**config.mk**
```make
export PLATFORM = sky130hd
export DESIGN_NAME = mtimer16
export DESIGN_NICKNAME = d
export VERILOG_FILES = /design/src/rtl/mtimer16_pkg.sv /design/src/rtl/mtimer16_regs.sv /design/src/rtl/mtimer16_core.sv /design/src/rtl/mtimer16_capt.sv /design/src/rtl/mtimer16.sv
export SDC_FILE = /design/constraint.sdc
export NUM_CORES = 1
export LEC_CHECK = 0
export BUFFER_PORTS_ARGS = -buffer_cell sky130_fd_sc_hd__buf_2
export CORE_UTILIZATION = 40
export CTS_CLUSTER_SIZE = 10
export DETAILED_ROUTE_END_ITERATION = 8
export MAX_ROUTING_LAYER = met4
export PLACE_DENSITY_LB_ADDON = 0.12
export SETUP_SLACK_MARGIN = 0.05
export SYNTH_ARGS = -nofsm -noshare
export SYNTH_HDL_FRONTEND = slang
export SYNTH_HIERARCHICAL = 1
export SYNTH_SLANG_ARGS = --single-unit
```
**constraint.sdc**
```tcl
create_clock -name clk -period 1.61 [get_ports clk]
set_input_delay 0 -clock clk [delete_from_list [all_inputs] [get_ports clk]]
set_output_delay 0 -clock clk [all_outputs]
set_load 0.02 [all_outputs]
```
**src/rtl/mtimer16_pkg.sv**
```systemverilog
package mtimer16_pkg;

    localparam int DW          = 8;
    localparam int CW          = 2 * DW;
    localparam int AW          = 3;
    localparam int SYNC_STAGES = 2;
    localparam int NUM_DREGS   = 2;

    localparam int ADR_CTRL    = 0;
    localparam int ADR_DBASE   = 1;
    localparam int ADR_A_LO    = ADR_DBASE;
    localparam int ADR_A_HI    = ADR_DBASE + 1;
    localparam int ADR_B_LO    = ADR_DBASE + 2;
    localparam int ADR_B_HI    = ADR_DBASE + 3;

    localparam int BIT_EN      = 7;
    localparam int BIT_MS_HI   = 5;
    localparam int BIT_MS_LO   = 4;
    localparam int BIT_CLR     = 0;

    typedef enum logic [1:0] {
        MD_CMP  = 2'b00,
        MD_CAPT = 2'b01,
        MD_ONCE = 2'b10,
        MD_LOOP = 2'b11
    } mode_e;

    typedef struct packed {
        logic  en;
        mode_e mode;
    } ctl_t;

    function automatic logic is_ppg(mode_e m);
        return m[1];
    endfunction

    function automatic logic [DW-1:0] ctl_byte(ctl_t c);
        logic [DW-1:0] r;
        r = '0;
        r[BIT_EN] = c.en;
        r[BIT_MS_HI:BIT_MS_LO] = c.mode;
        return r;
    endfunction

endpackage

```
**src/rtl/mtimer16_regs.sv**
```systemverilog
module mtimer16_regs
    import mtimer16_pkg::*;
#(
    parameter int P_DW = DW,
    parameter int P_AW = AW,
    parameter int P_NR = NUM_DREGS
) (
    input  logic                          clk,
    input  logic                          rst,
    input  logic                          wr_en,
    input  logic [P_AW-1:0]               addr,
    input  logic [P_DW-1:0]               wdata,
    output logic [P_NR-1:0][2*P_DW-1:0]   vals
);
    localparam int VW = 2 * P_DW;

    for (genvar g = 0; g < P_NR; g++) begin : g_dreg
        localparam logic [P_AW-1:0] LO_ADR = P_AW'(ADR_DBASE + 2 * g);
        localparam logic [P_AW-1:0] HI_ADR = P_AW'(ADR_DBASE + 2 * g + 1);

        logic [VW-1:0]   val_q;
        logic [P_DW-1:0] stg_q;

        always_ff @(posedge clk) begin
            if (rst) begin
                val_q <= '1;
                stg_q <= '1;
            end else if (wr_en) begin
                if (addr == HI_ADR) stg_q <= wdata;
                if (addr == LO_ADR) val_q <= {stg_q, wdata};
            end
        end

        assign vals[g] = val_q;
    end

endmodule

```
**src/rtl/mtimer16_core.sv**
```systemverilog
module mtimer16_core
    import mtimer16_pkg::*;
#(
    parameter int P_CW = CW
) (
    input  logic            clk,
    input  logic            rst,
    input  logic            ctrl_wr,
    input  logic            wr_en_bit,
    input  logic [1:0]      wr_mode,
    input  logic            wr_clr,
    input  logic [P_CW-1:0] a_val,
    input  logic [P_CW-1:0] b_val,
    output ctl_t            ctl,
    output logic [P_CW-1:0] cnt,
    output logic            tog_out,
    output logic            match_irq,
    output logic            pwm_out
);
    ctl_t            ctl_q, ctl_d;
    logic [P_CW-1:0] cnt_q, cnt_d;
    logic            tog_q, irq_q;
    logic            start, stop, hit;

    always_comb begin
        start = ctrl_wr && ((wr_en_bit && !ctl_q.en) || wr_clr);
        stop  = ctrl_wr && !wr_en_bit;
        hit   = ctl_q.en && !start && !stop && (cnt_q == a_val);

        if (start || hit)           cnt_d = '0;
        else if (ctl_q.en && !stop) cnt_d = cnt_q + 1'b1;
        else                        cnt_d = cnt_q;

        ctl_d = ctl_q;
        if (ctrl_wr) begin
            ctl_d.en   = wr_en_bit;
            ctl_d.mode = mode_e'(wr_mode);
        end
        if (hit && ctl_q.mode == MD_ONCE) ctl_d.en = 1'b0;
    end

    always_ff @(posedge clk) begin
        if (rst) begin
            ctl_q <= '{en: 1'b0, mode: MD_CMP};
            cnt_q <= '0;
            tog_q <= 1'b0;
            irq_q <= 1'b0;
        end else begin
            ctl_q <= ctl_d;
            cnt_q <= cnt_d;
            irq_q <= hit;
            if (hit && ctl_q.mode == MD_CMP) tog_q <= ~tog_q;
        end
    end

    assign ctl       = ctl_q;
    assign cnt       = cnt_q;
    assign tog_out   = tog_q;
    assign match_irq = irq_q;
    assign pwm_out   = ctl_q.en && is_ppg(ctl_q.mode) && (cnt_q >= b_val);

endmodule

```
**src/rtl/mtimer16_capt.sv**
```systemverilog
module mtimer16_capt
    import mtimer16_pkg::*;
#(
    parameter int P_CW     = CW,
    parameter int P_STAGES = SYNC_STAGES
) (
    input  logic            clk,
    input  logic            rst,
    input  logic            cap_in,
    input  logic            arm,
    input  logic [P_CW-1:0] cnt,
    output logic [P_CW-1:0] cap_val
);
    logic [P_STAGES:0] sh_q;
    logic              rise;

    assign rise = sh_q[P_STAGES-1] && !sh_q[P_STAGES];

    always_ff @(posedge clk) begin
        if (rst) begin
            sh_q    <= '0;
            cap_val <= '0;
        end else begin
            sh_q <= {sh_q[P_STAGES-1:0], cap_in};
            if (rise && arm) cap_val <= cnt;
        end
    end

endmodule

```
**src/rtl/mtimer16.sv**
```systemverilog
module mtimer16
    import mtimer16_pkg::*;
#(
    parameter int P_DW = DW,
    parameter int P_AW = AW
) (
    input  logic            clk,
    input  logic            rst,
    input  logic            wr_en,
    input  logic [P_AW-1:0] addr,
    input  logic [P_DW-1:0] wdata,
    output logic [P_DW-1:0] rdata,
    input  logic            cap_in,
    output logic            tog_out,
    output logic            pwm_out,
    output logic            match_irq
);
    localparam int VW = 2 * P_DW;

    logic [NUM_DREGS-1:0][VW-1:0] vals;
    logic [VW-1:0] a_val, b_val, cnt, cap_val, bsel;
    ctl_t          ctl;
    logic          ctrl_wr;

    assign ctrl_wr = wr_en && (addr == P_AW'(ADR_CTRL));
    assign a_val   = vals[0];
    assign b_val   = vals[1];

    mtimer16_regs #(.P_DW(P_DW), .P_AW(P_AW), .P_NR(NUM_DREGS)) u_regs (
        .clk   (clk),
        .rst   (rst),
        .wr_en (wr_en),
        .addr  (addr),
        .wdata (wdata),
        .vals  (vals)
    );

    mtimer16_core #(.P_CW(VW)) u_core (
        .clk       (clk),
        .rst       (rst),
        .ctrl_wr   (ctrl_wr),
        .wr_en_bit (wdata[BIT_EN]),
        .wr_mode   (wdata[BIT_MS_HI:BIT_MS_LO]),
        .wr_clr    (wdata[BIT_CLR]),
        .a_val     (a_val),
        .b_val     (b_val),
        .ctl       (ctl),
        .cnt       (cnt),
        .tog_out   (tog_out),
        .match_irq (match_irq),
        .pwm_out   (pwm_out)
    );

    mtimer16_capt #(.P_CW(VW), .P_STAGES(SYNC_STAGES)) u_capt (
        .clk     (clk),
        .rst     (rst),
        .cap_in  (cap_in),
        .arm     (ctl.en && ctl.mode == MD_CAPT),
        .cnt     (cnt),
        .cap_val (cap_val)
    );

    assign bsel = (ctl.mode == MD_CAPT) ? cap_val : b_val;

    always_comb begin
        case (int'(addr))
            ADR_CTRL: rdata = ctl_byte(ctl);
            ADR_A_LO: rdata = a_val[P_DW-1:0];
            ADR_A_HI: rdata = a_val[VW-1:P_DW];
            ADR_B_LO: rdata = bsel[P_DW-1:0];
            ADR_B_HI: rdata = bsel[VW-1:P_DW];
            default:  rdata = '0;
        endcase
    end

endmodule

```
# Yosys cells after proc, flatten, opt, wreduce, memory -nomap -nowiden
# Cells that the tools add are included.
# word_totals
elab_cells	53
output_inout_bits	11
reg_bits	88
input_bits	15
# classes
order_cmp	1
n_eq_ne	7
bitwise_logic	1
n_mux	2
reduce_logical	30
n_addsub	1
# ops
operator	n
$pmux W8 S5	1
$add A16 B1 Y16 const B	1
$eq A16 B16 Y1	1
$ge A16 B16 Y1	1
$mux W16	1
$logic_and A1 B1 Y1	15
$reduce_and A2 Y1	4
$eq A3 B2 Y1 const B	2
$logic_not A1 Y1	5
$reduce_or A2 Y1	2
$eq A3 B1 Y1 const B	1
$eq A3 B3 Y1 const B	1
$logic_not A3 Y1	1
$eq A2 B1 Y1 const B	1
$eq A2 B2 Y1 const B	1
$logic_not A2 Y1	1
$logic_or A1 B1 Y1	2
$not A1 Y1	1

# Longest topological paths before layout
# depth
ltp_word	10
mapped_depth	8
mapped_depth_nobuf	7

# Cells and area by module
# The synthesis kept the hierarchy.
# by_module_without_submodules
mod	cells_each	area_per_inst_um2	seq_area_each_um2	n_inst
mtimer16_regs	168	1779.2	960.9	1
mtimer16_core	186	1579.0	420.4	1
mtimer16_capt	76	810.8	380.4	1
mtimer16	59	491.7	0.0	1

# Worst setup path after synthesis
# No wires, ideal clock.
# synth_path
path_kind	input to register
from	input port addr[2]
to	register u_core.cnt_q[11], in the netlist u_core/cnt[11]
setup_slack_ns	-0.094
required_ns	1.489
path_stages	8
setup_time_ns	0.121
path_buffers	2
arrival_time_ns	1.583
cell_sequence	clkbuf_1 -> nor4b_1 -> clkbuf_8 -> inv_1 -> o2111ai_1 -> nor3_1 -> xnor2_1 -> nor2_1
# synth_between
elab_chain_cells	9
word_cells_on_any_way	12
cone_classes	reduce/logical (12)
# synth_rtl
item	line_no	text
start, declared	mtimer16.sv:10	input logic [P_AW-1:0] addr,
$logic_not A3 Y1 *	mtimer16.sv:25	assign ctrl_wr = wr_en && (addr == P_AW'(ADR_CTRL));
$logic_and A1 B1 Y1 *	mtimer16.sv:25	
named net ctrl_wr	mtimer16.sv:23	logic ctrl_wr;
$logic_and A1 B1 Y1	mtimer16_core.sv:26	start = ctrl_wr && ((wr_en_bit && !ctl_q.en) || wr_clr);
$logic_not A1 Y1	mtimer16_core.sv:28	hit = ctl_q.en && !start && !stop && (cnt_q == a_val);
$logic_and A1 B1 Y1 (3 in series)	mtimer16_core.sv:28	
$logic_or A1 B1 Y1	mtimer16_core.sv:30	if (start || hit) cnt_d = '0;
$reduce_or A2 Y1 (no source line)	n/a	
end signal, assigned	mtimer16_core.sv:50	cnt_q <= cnt_d;
end, declared	mtimer16_core.sv:21	logic [P_CW-1:0] cnt_q, cnt_d;
# Mark *: on every way through the listed nets, which the timed path passes. The rest lies on a longest branch.
# A chain may end at the register's enable or synchronous reset.

# Worst setup path in the final report
# layout_path
from	register u_core.cnt_q[11], in the netlist u_core/cnt[11]
to	output port pwm_out
# layout_between
elab_chain_cells	2
# layout_rtl
item	line_no	text
$ge A16 B16 Y1	mtimer16_core.sv:60	assign pwm_out = ctl_q.en && is_ppg(ctl_q.mode) && (cnt_q >= b_val);
$logic_and A1 B1 Y1	mtimer16_core.sv:60	
end, declared	mtimer16.sv:15	output logic pwm_out,
# Every way passes these cells.

==> summary.txt <==
Status
  • Status: finished, violations left
  • Failing checks: setup timing

Floorplanning
  • Num ports: 26
  • Core area: 11400 um2
  • Initial Util: 41.0%
  • Total number of placement rows: 39
  • Die height: 110 um
  • Die ar.: 12100 um2
  • Die span in x: 110 um

Placed design
  • Port buffer count: 25
  • Dpl hpwl: 9.75 mm
  • GP Congestion: 0.846
  • Inst Count DP: 719

Synth
  • Cell taking the most area after synthesis: dfxtp_1
  • Register bit total from synthesis: 88
  • Sequential fraction of the synthesis area: 37.8%
  • Synth cell count leaders: 88 x dfxtp_1, 87 x nor2_1, 79 x mux2i_1, 32 x nand2b_1, 25 x inv_1
  • Synth Warn #: 6
  • Syn Area/Cell: 9.53 um2
  • Number of enable flip-flop cells after synthesis: 0
  • Top cells by area, synth: dfxtp_1 38%, mux2i_1 17%, nor2_1 7.0%
  • Most frequent cell after synthesis: dfxtp_1
  • Post-synth cell types: 58
  • Top_reg_cell synth: dfxtp_1
  • Syn Inst Count: 489
  • Ys async rst share: 0%
  • Top cell type's share of synthesized area: 37.8%
  • Mapped Nets: 521
  • Post-synth design cell area: 4660 um2

Clock tree
  • Clk sinks: 88
  • Number of buffers created by CTS: 9
  • Clk buf depth: 2
  • Root Buffer: clkbuf_16
  • Number of H-tree levels: 3
  • Worst-path clk slew: 0.07 ns
  • Clock Latency Late Sink: 0.35 ns
  • CTS tree: built

Final layout
  • Final nets: 641
  • Post-Layout Cell Count: 757
  • ANT cells: 0
  • Fraction of final layout cells sized beyond drive strength 1: 40.1%
  • P&R area growth vs syn: 42.2%
  • Layout Utilization: 58.3%

STA
  • Post-route setup TNS: -4.24 ns
  • Worst hold slack: 0.0220 ns
  • Fmax: 525 MHz
  • Post-route clock period utilization: 118%
  • Max_slew headroom: 56.1%
  • Worst Setup Slack, final: -0.294 ns
  • Max-slew violations: 0
  • Final Skew: 0.00659 ns
  • Final Critical Period: 1.90 ns
  • RSZ-0062 raised after global routing: yes
  • Final Hold Viols: 0
  • Worst-Margin Slew: 0.656 ns
  • Final setup fails: 27

Setup path
  • Crit path to: pwm_out
  • R2R Setup Slk: -0.20 ns
  • WS Path Type: register to output port
  • WP data arrival: 1.90 ns
  • RR Endpoint: u_core/cnt[5]
  • Worst r2r src: u_core/cnt[0]
  • CP required: 1.61 ns
  • Reg2Reg Depth: 7
  • Critical path fanouts, max: 4
  • Setup crit end kind: output port
  • Crit. Startpoint: u_core/cnt[11]
  • CP Launch Type: register

GRT
  • Initial antenna violation count: 0
  • Global Route Usage Sum: 24.7%
  • Largest net degree at the start of global routing: 21
  • GRT Residual Overflow: 0
  • Vias in the first global route: 3808
  • First-pass GRT wire length: 20.7 mm

Routing
  • WL final: 13.9 mm
  • Detail Route Antenna Nets: 0
  • Vias/cell: 5.11
  • Routed length per instance: 18.3 um
  • Remaining DRCs: 0
  • Vias: 3870
  • Drt pass-1 iters: 5
  • Detailed Route Iter0 Violations: 179

Hold path
  • Hold WC Path Type: input pin to register
  • Hold path depth: 3

Flow run
  • Total of max-cap violations: 0

Pwr
  • PD cells: 739 nW/um2
  • Leak: 2.83 nW
  • Peak VDD IR: 0.000549 V
  • Pwr Total: 4.90 mW
how the worst min path moves through the flow:
stage                   from                        end  slack [ns]
finish              wdata[2]  u_regs/g_dreg[1].val_q[2]        0.02
global route        wdata[2]  u_regs/g_dreg[1].val_q[2]        0.04
CTS                 wdata[2]  u_regs/g_dreg[1].val_q[2]        0.03
detailed placement    cap_in             u_capt/sh_q[0]        0.22
global placement      cap_in             u_capt/sh_q[0]        0.23
floorplan                rst              u_core/ctl[1]        0.06
stage by stage:
step	worst slack (ns)	area [um2]
3_3_place_gp	-0.0974	5510
6_report	-0.294	6630
3_5_place_dp	-0.109	5510
2_1_floorplan	0.0482	4680
5_1_grt	-0.346	6630
4_1_cts	-0.292	6230
layer usage:
layer,track usage [%],share of wire (%)
met1,32.9,48
met2,38.0,47
met3,2.79,3.4
met4,9.81,2.0
met5,-,0
registers in the layout (all words and copies together), names as in the netlist:
name and cells:
u_core/cnt 16, u_core/tog_out 1, u_capt/cap_val 16, u_regs/g_dreg.val_q 32, u_regs/g_dreg.stg_q 16, u_core/ctl 3
u_core/match_irq 1, u_capt/sh_q 3
final cells by class:
type | count | area [um2]
Tap cell | 143 | 179
Inverter | 25 | 93.8
Clock buffer | 10 | 239
Timing Repair Buffer | 135 | 1190
Fill cell | 992 | 4740
Clock inverter | 6 | 66.3
Sequential cell | 88 | 1790
Multi-Input combinational cell | 350 | 3070
layout by cell type (no fill, tap or decap), drive strengths merged, types with 2 or more instances in the layout:
cell and n:
nand4 2, nand3 5, o21ai 4, a22oi 5, a21o 6, ha 17, mux2i 79, nor3 7
dfxtp 88, nor2b 6, dlygate4sd3 6, mux2 8, clkinv 3, nand2 15, nor2 87, and4 2
xor2 15, o2111ai 2, clkbuf 12, xnor2 16, nor4 4, buf 127, nor4b 2, a21oi 7
inv 27, and2 2, nand2b 33, o221ai 8, nand4bb 2, nor3b 2
worst max-delay path, stage by stage (launching register included):
cell	delay (ns)
dfxtp_2	0.33
buf_6	0.13
ha_4	0.27
and4_4	0.24
nand2_1	0.05
a211o_1	0.23
a31oi_2	0.15
buf_4	0.17
repair_timing:
item / in CTS / in global routing
endpoints found under the setup margin: 28 / 29
gates cloned: 1 / 2
endpoints found under the hold margin: 14 / 0
hold buffers: 6 / 0
buffers inserted: 11 / 3
gates resized for setup: 60 / 78
pin swaps: 19 / 28
kinds of logic after synthesis:
group / after synthesis / synth area share (%)
xor gates and xnor gates: 31 / 5.83
and+or+nand+nor: 175 / 19.2
AOI/OAI and AO/OA: 40 / 7.09
adders and majority gates: 17 / 4.56
DFF: 88 / 37.8
buffers and inverters: 51 / 6.50
muxes: 87 / 19.0
power by group:
part | switching (mW) | internal (mW) | leakage, nW
combinational | 0.271 | 0.247 | 1.96
clock | 0.916 | 1.25 | 0.153
sequential | 0.0143 | 2.20 | 0.715
total | 1.20 | 3.70 | 2.83
Power figures use the tool's default switching activity.
